<file path="src/rtl/kbd_combo_rst_pkg.sv">
package kbd_combo_rst_pkg;

   // State of the request pulse generator
   typedef enum logic [0:0] {
      PLS_IDLE   = 1'b0,
      PLS_ACTIVE = 1'b1
   } pls_state_e;

   // Width of a down/up counter able to hold the value n
   function automatic int unsigned cnt_width(input int unsigned n);
      int unsigned w;
      w = 1;
      while ((1 << w) <= n) w++;
      return w;
   endfunction

endpackage

</file>
<file path="src/rtl/kbd_combo_rst_sync.sv">
module kbd_combo_rst_sync #(
   parameter int unsigned WIDTH  = 4,
   parameter int unsigned STAGES = 2
) (
   input  logic             clk,
   input  logic             por_n,
   input  logic [WIDTH-1:0] din,
   output logic [WIDTH-1:0] dout
);

   initial begin
      if (STAGES < 2) $error("kbd_combo_rst_sync: STAGES must be at least 2");
      if (WIDTH < 1)  $error("kbd_combo_rst_sync: WIDTH must be at least 1");
   end

   logic [WIDTH-1:0] chain [STAGES];

   genvar s;
   generate
      for (s = 0; s < STAGES; s++) begin : g_stage
         if (s == 0) begin : g_first
            always_ff @(posedge clk or negedge por_n) begin
               if (!por_n) chain[0] <= '1;
               else        chain[0] <= din;
            end
         end else begin : g_next
            always_ff @(posedge clk or negedge por_n) begin
               if (!por_n) chain[s] <= '1;
               else        chain[s] <= chain[s-1];
            end
         end
      end
   endgenerate

   assign dout = chain[STAGES-1];

endmodule

</file>
<file path="src/rtl/kbd_combo_rst_cfg.sv">
module kbd_combo_rst_cfg #(
   parameter int unsigned CODE_W = 2
) (
   input  logic              clk,
   input  logic              por_n,
   input  logic              wr_en,
   input  logic [CODE_W-1:0] wr_data,
   input  logic              clr,
   output logic [CODE_W-1:0] code
);

   initial begin
      if (CODE_W < 1) $error("kbd_combo_rst_cfg: CODE_W must be at least 1");
   end

   // Clear from a fired request takes priority over a software write
   always_ff @(posedge clk or negedge por_n) begin
      if (!por_n)     code <= '0;
      else if (clr)   code <= '0;
      else if (wr_en) code <= wr_data;
   end

endmodule

</file>
<file path="src/rtl/kbd_combo_rst_detect.sv">
module kbd_combo_rst_detect #(
   parameter int unsigned NUM_KEYS    = 4,
   parameter int unsigned CODE_W      = 2,
   parameter int unsigned HOLD_CYCLES = 16
) (
   input  logic                clk,
   input  logic                por_n,
   input  logic [CODE_W-1:0]   code,
   input  logic [NUM_KEYS-1:0] keys_s_n,
   input  logic                block,
   output logic                fire
);

   import kbd_combo_rst_pkg::*;

   localparam int unsigned HOLD_W = cnt_width(HOLD_CYCLES);
   localparam logic [HOLD_W-1:0] HOLD_LAST = HOLD_W'(HOLD_CYCLES - 1);

   initial begin
      if (HOLD_CYCLES < 1) $error("kbd_combo_rst_detect: HOLD_CYCLES must be at least 1");
      if (NUM_KEYS != (1 << CODE_W)) $error("kbd_combo_rst_detect: NUM_KEYS must equal 2**CODE_W");
   end

   // Selection mask: code k (nonzero) picks keys 0..k
   logic [NUM_KEYS-1:0] sel;
   genvar i;
   generate
      for (i = 0; i < NUM_KEYS; i++) begin : g_sel
         assign sel[i] = (code != '0) && (CODE_W'(i) <= code);
      end
   endgenerate

   // All selected keys pressed (low); unselected keys are don't-care
   logic all_low;
   assign all_low = (sel != '0) && ((keys_s_n & sel) == '0);

   generate
      if (HOLD_CYCLES == 1) begin : g_direct
         assign fire = all_low && !block;
      end else begin : g_count
         logic [HOLD_W-1:0] hold_cnt;

         always_ff @(posedge clk or negedge por_n) begin
            if (!por_n)                    hold_cnt <= '0;
            else if (!all_low || block)    hold_cnt <= '0;
            else if (hold_cnt != HOLD_LAST) hold_cnt <= hold_cnt + 1'b1;
         end

         assign fire = all_low && !block && (hold_cnt == HOLD_LAST);
      end
   endgenerate

endmodule

</file>
<file path="src/rtl/kbd_combo_rst_pulse.sv">
module kbd_combo_rst_pulse #(
   parameter int unsigned PULSE_CYCLES = 16
) (
   input  logic clk,
   input  logic por_n,
   input  logic start,
   output logic busy,
   output logic pulse
);

   import kbd_combo_rst_pkg::*;

   localparam int unsigned PW = cnt_width(PULSE_CYCLES);
   localparam logic [PW-1:0] PLOAD = PW'(PULSE_CYCLES);

   initial begin
      if (PULSE_CYCLES < 1) $error("kbd_combo_rst_pulse: PULSE_CYCLES must be at least 1");
   end

   pls_state_e    state;
   logic [PW-1:0] remain;

   always_ff @(posedge clk or negedge por_n) begin
      if (!por_n) begin
         state  <= PLS_IDLE;
         remain <= '0;
      end else begin
         unique case (state)
            PLS_IDLE: begin
               if (start) begin
                  state  <= PLS_ACTIVE;
                  remain <= PLOAD;
               end
            end
            PLS_ACTIVE: begin
               if (remain == PW'(1)) begin
                  state  <= PLS_IDLE;
                  remain <= '0;
               end else begin
                  remain <= remain - 1'b1;
               end
            end
            default: state <= PLS_IDLE;
         endcase
      end
   end

   assign pulse = (state == PLS_ACTIVE);
   assign busy  = (state == PLS_ACTIVE);

endmodule

</file>
<file path="src/rtl/kbd_combo_rst.sv">
module kbd_combo_rst #(
   parameter int unsigned NUM_KEYS     = 4,
   parameter int unsigned CODE_W       = 2,
   parameter int unsigned SYNC_STAGES  = 2,
   parameter int unsigned HOLD_CYCLES  = 1024,
   parameter int unsigned PULSE_CYCLES = 16
) (
   input  logic                clk,
   input  logic                por_n,
   input  logic                cfg_we,
   input  logic [CODE_W-1:0]   cfg_wdata,
   input  logic [NUM_KEYS-1:0] key_n,
   output logic                rst_req
);

   initial begin
      if (NUM_KEYS != (1 << CODE_W)) $error("kbd_combo_rst: NUM_KEYS must equal 2**CODE_W");
      if (SYNC_STAGES < 2)           $error("kbd_combo_rst: SYNC_STAGES must be at least 2");
   end

   logic [NUM_KEYS-1:0] key_s;
   logic [CODE_W-1:0]   cfg_q;
   logic                fire;
   logic                busy;

   kbd_combo_rst_sync #(
      .WIDTH  (NUM_KEYS),
      .STAGES (SYNC_STAGES)
   ) sync_i (
      .clk   (clk),
      .por_n (por_n),
      .din   (key_n),
      .dout  (key_s)
   );

   kbd_combo_rst_cfg #(
      .CODE_W (CODE_W)
   ) cfg_i (
      .clk     (clk),
      .por_n   (por_n),
      .wr_en   (cfg_we),
      .wr_data (cfg_wdata),
      .clr     (fire),
      .code    (cfg_q)
   );

   kbd_combo_rst_detect #(
      .NUM_KEYS    (NUM_KEYS),
      .CODE_W      (CODE_W),
      .HOLD_CYCLES (HOLD_CYCLES)
   ) det_i (
      .clk      (clk),
      .por_n    (por_n),
      .code     (cfg_q),
      .keys_s_n (key_s),
      .block    (busy),
      .fire     (fire)
   );

   kbd_combo_rst_pulse #(
      .PULSE_CYCLES (PULSE_CYCLES)
   ) pls_i (
      .clk   (clk),
      .por_n (por_n),
      .start (fire),
      .busy  (busy),
      .pulse (rst_req)
   );

endmodule

</file>
<file path="config.mk">
export PLATFORM = sky130hd
export DESIGN_NAME = kbd_combo_rst
export DESIGN_NICKNAME = d
export VERILOG_FILES = /design/src/rtl/kbd_combo_rst_pkg.sv /design/src/rtl/kbd_combo_rst_sync.sv /design/src/rtl/kbd_combo_rst_cfg.sv /design/src/rtl/kbd_combo_rst_detect.sv /design/src/rtl/kbd_combo_rst_pulse.sv /design/src/rtl/kbd_combo_rst.sv
export SDC_FILE = /design/constraint.sdc
export NUM_CORES = 1
export LEC_CHECK = 0
export ABC_AREA = 1
export BUFFER_PORTS_ARGS = -buffer_cell sky130_fd_sc_hd__buf_2
export CAP_MARGIN = 20
export CORE_UTILIZATION = 57
export DETAILED_ROUTE_END_ITERATION = 8
export PLACE_DENSITY = 0.76
export SETUP_SLACK_MARGIN = 0.4
export SLEW_MARGIN = 15
export SYNTH_ARGS = -nofsm -noshare
export SYNTH_HDL_FRONTEND = slang
export SYNTH_HIERARCHICAL = 1
export SYNTH_SLANG_ARGS = --single-unit
export TNS_END_PERCENT = 1
</file>
<file path="constraint.sdc">
create_clock -name clk -period 3.4 [get_ports clk]
set_input_delay 0.17 -clock clk [delete_from_list [all_inputs] [get_ports clk]]
set_output_delay 0.17 -clock clk [all_outputs]
set_load 0.05 [all_outputs]
</file>
==> results.py <==
metrics = {
    "run_status": {
        "status": "finished, final reports clean",
    },
    "sta": {
        "setup_tns_ps": 0,
        "hold_viol": 0,
        "setup-violations-final": 0,
        "finalCritPeriodShare_pct": 48.7,
        "min_period_ps": 1650,
        "timing.fmax_ghz": 0.604,
        "rsz0062_at_grt": "no",
        "slew_headroom_pct": 62.5,
        "worstMarginPinSlew_ps": 563,
        "skew_ps": 2.31,
        "slew_violations": 0,
    },
    "floorplanning": {
        "fp.dieH_um": 50.9,
        "fp.dieW_um": 50.9,
        "dieArea_mm2": 0.00259,
        "core_area_mm2": 0.00223,
        "row_count": 17,
        "initial_core_util_pct": 61.0,
        "pin_count": 10,
    },
    "routing": {
        "antenna_left": 0,
        "drt_iter0_markers": 36,
        "drt_pass1_iterations": 4,
        "routed_wl_mm": 2.36,
        "viasPerCell": 5.05,
        "wl_per_cell_um": 12.1,
        "via_count": 985,
        "drc": 0,
    },
    "final_layout": {
        "design_area_mm2": 0.00149,
        "fillers": 179,
        "diodes": 0,
        "layout-drive-gt1-share_pct": 22.8,
        "layout.cells.non_filler": 195,
        "multi_input_area_um2": 568,
        "syn_to_final_growth_pct": 9.00,
        "seqCellArea_um2": 686,
        "nNetsFinal": 180,
    },
    "critical_path": {
        "worstPathArrival_ps": 1880,
        "reg2reg_depth": 8,
        "cp-end-kind": "flip-flop",
        "path_max_fanout": 7,
        "worstPathRequired_ps": 3620,
        "worstSetupStartpointType": "flip-flop",
        "path_class": "flip-flop to flip-flop",
    },
    "clock_tree": {
        "cts.reportedPaths.clkPinSlew_ps": 150,
        "clockRootBuffer": "clkbuf_4",
        "clkLatencyLatePin_ps": 320,
        "cts_tree": "yes",
        "cts_hold_buf": 5,
        "cts_buffer_depth": 2,
        "cts_inserted_buffers": 3,
        "cts_sinks": 27,
        "ctsResizeCount": 0,
        "h-tree-depth": 1,
        "post-cts-setup-buffers": 0,
    },
    "logic_synthesis": {
        "synth_common_cells": "nand2_1 (46), dfrtp_1 (19), inv_1 (17)",
        "yosysTopAreaCell": "dfrtp_1",
        "ys_seq_area_share_pct": 50.3,
        "synth_seq_cells": 27,
        "synth_top_area_share_pct": 34.9,
        "synth-main-ff-cell": "dfrtp_1",
        "syn_inst": 154,
        "synth_warnings": 6,
        "synthArstFlopShare_pct": 100,
        "syn_area_per_cell_um2": 8.85,
        "yosysMostFrequentCell": "nand2_1",
        "synth_area_leaders": "dfrtp_1 (35%), dfstp_2 (15%), nand2_1 (13%), inv_1 (4.7%), nand3_1 (3.7%)",
        "netlist_area_mm2": 0.00136,
        "synth-edff-count": 0,
        "synth.distinct_cells": 25,
        "syn_nets": 166,
    },
    "hold_path": {
        "min_path_cells": 3,
        "hold_path.class": "primary input to flip-flop",
    },
    "global_routing": {
        "grt_antenna_before_repair": 0,
        "grt_pass1_vias": 920,
        "grtUsageTotal_pct": 21.2,
        "grt_overflow": 0,
        "grt_max_degree": 28,
        "grt_first_pass_wirelength_mm": 3.94,
    },
    "run": {
        "maxCapViolations": 0,
    },
    "pwr": {
        "leakagePower_nw": 0.764,
        "power_density_mw_per_mm2": 342,
        "ir_drop_uv": 308,
    },
    "place": {
        "portBuffers": 9,
        "dp_hpwl_mm": 1.66,
        "place_area_mm2": 0.00141,
        "gp_congestion": 0.817,
        "dpl.cell_count": 186,
    },
}
cells by family (layout without fill, tap and decap cells):
family	Yosys count	after routing	share of synthesized area (%)
AND/OR/NAND/NOR	85	85	32.3
buffers and inverters	24	37	7.99
flip-flops	27	27	50.3
AO/OA/AOI/OAI	11	11	4.04
adder cells (fa/ha/maj)	3	3	2.76
XOR/XNOR	4	4	2.57
final cells by class:
class                   instances  area share [%]
inverters                      19            4.80
clock inverters                 1           0.505
flip-flops and latches         27            46.2
repair buffers                 14            6.40
clock buffers                   3            1.52
well taps                      28            2.36
multi-input cells             103            38.2
layer usage:
metal	track usage (%)	share of wire, %
met3	3.87	2.1
met2	36.2	50
met1	26.3	47
met5	0	0
met4	8.80	0.76
layout by cell type, fill, tap and decap left out, drive strengths merged:
cell / n
nand3: 12
nand3b: 1
nor2: 18
buf: 9
xnor2: 2
o21ai: 7
a21oi: 4
dfstp: 8
nand2: 49
or2: 1
nor3: 1
xor2: 2
nand4: 3
ha: 3
dfrtp: 19
clkbuf: 3
dlygate4sd3: 5
inv: 19
clkinvlp: 1
power by group:
part | internal (W) | total, W | leakage, nW | switching [W]
clock | 0.0000449 | 0.000142 | 0.0139 | 0.0000971
sequential | 0.000333 | 0.000337 | 0.346 | 0.00000456
combinational | 0.0000122 | 0.0000292 | 0.404 | 0.0000170
total | 0.000390 | 0.000509 | 0.764 | 0.000119
worst max-delay path, cell delays in order (launching register included):
cell	delay, ps
dfrtp_1	490
ha_1	230
nand2_1	80
inv_2	130
nand4_4	170
nor2_4	180
nor2_1	120
nand2_1	70
o21ai_1	70
final timing paths:
path                                            from                         to  slack (ps)
max in group asynchronous                      por_n            sync_i/chain[7]        2680
min reg2reg                          sync_i/chain[6]             sync_i/dout[2]         370
min in group asynchronous                      por_n  det_i/g_count.hold_cnt[6]         350
max reg2reg                det_i/g_count.hold_cnt[0]            pls_i/remain[2]        1750
max                        det_i/g_count.hold_cnt[0]            pls_i/remain[2]        1750
min                                     cfg_wdata[1]              cfg_i/code[1]          70
registers in the layout (all words and copies together) (netlist names):
name	cells
sync_i/chain	4
sync_i/dout	4
pls_i/busy	1
det_i/g_count.hold_cnt	11
cfg_i/code	2
pls_i/remain	5
per-stage QoR:
step	power (W)	utilization, %	worst slack (ps)	hold WS, ps
after floorplan	0.000358	-	1960	-126
after global placement	0.000367	62.9	1870	196
after detailed placement	0.000368	62.9	1810	208
after CTS	0.000511	66.5	1770	69.0
after global routing	0.000528	66.5	1600	64.3
final	0.000509	66.5	1750	69.1
(Power assumes the default switching activity.)
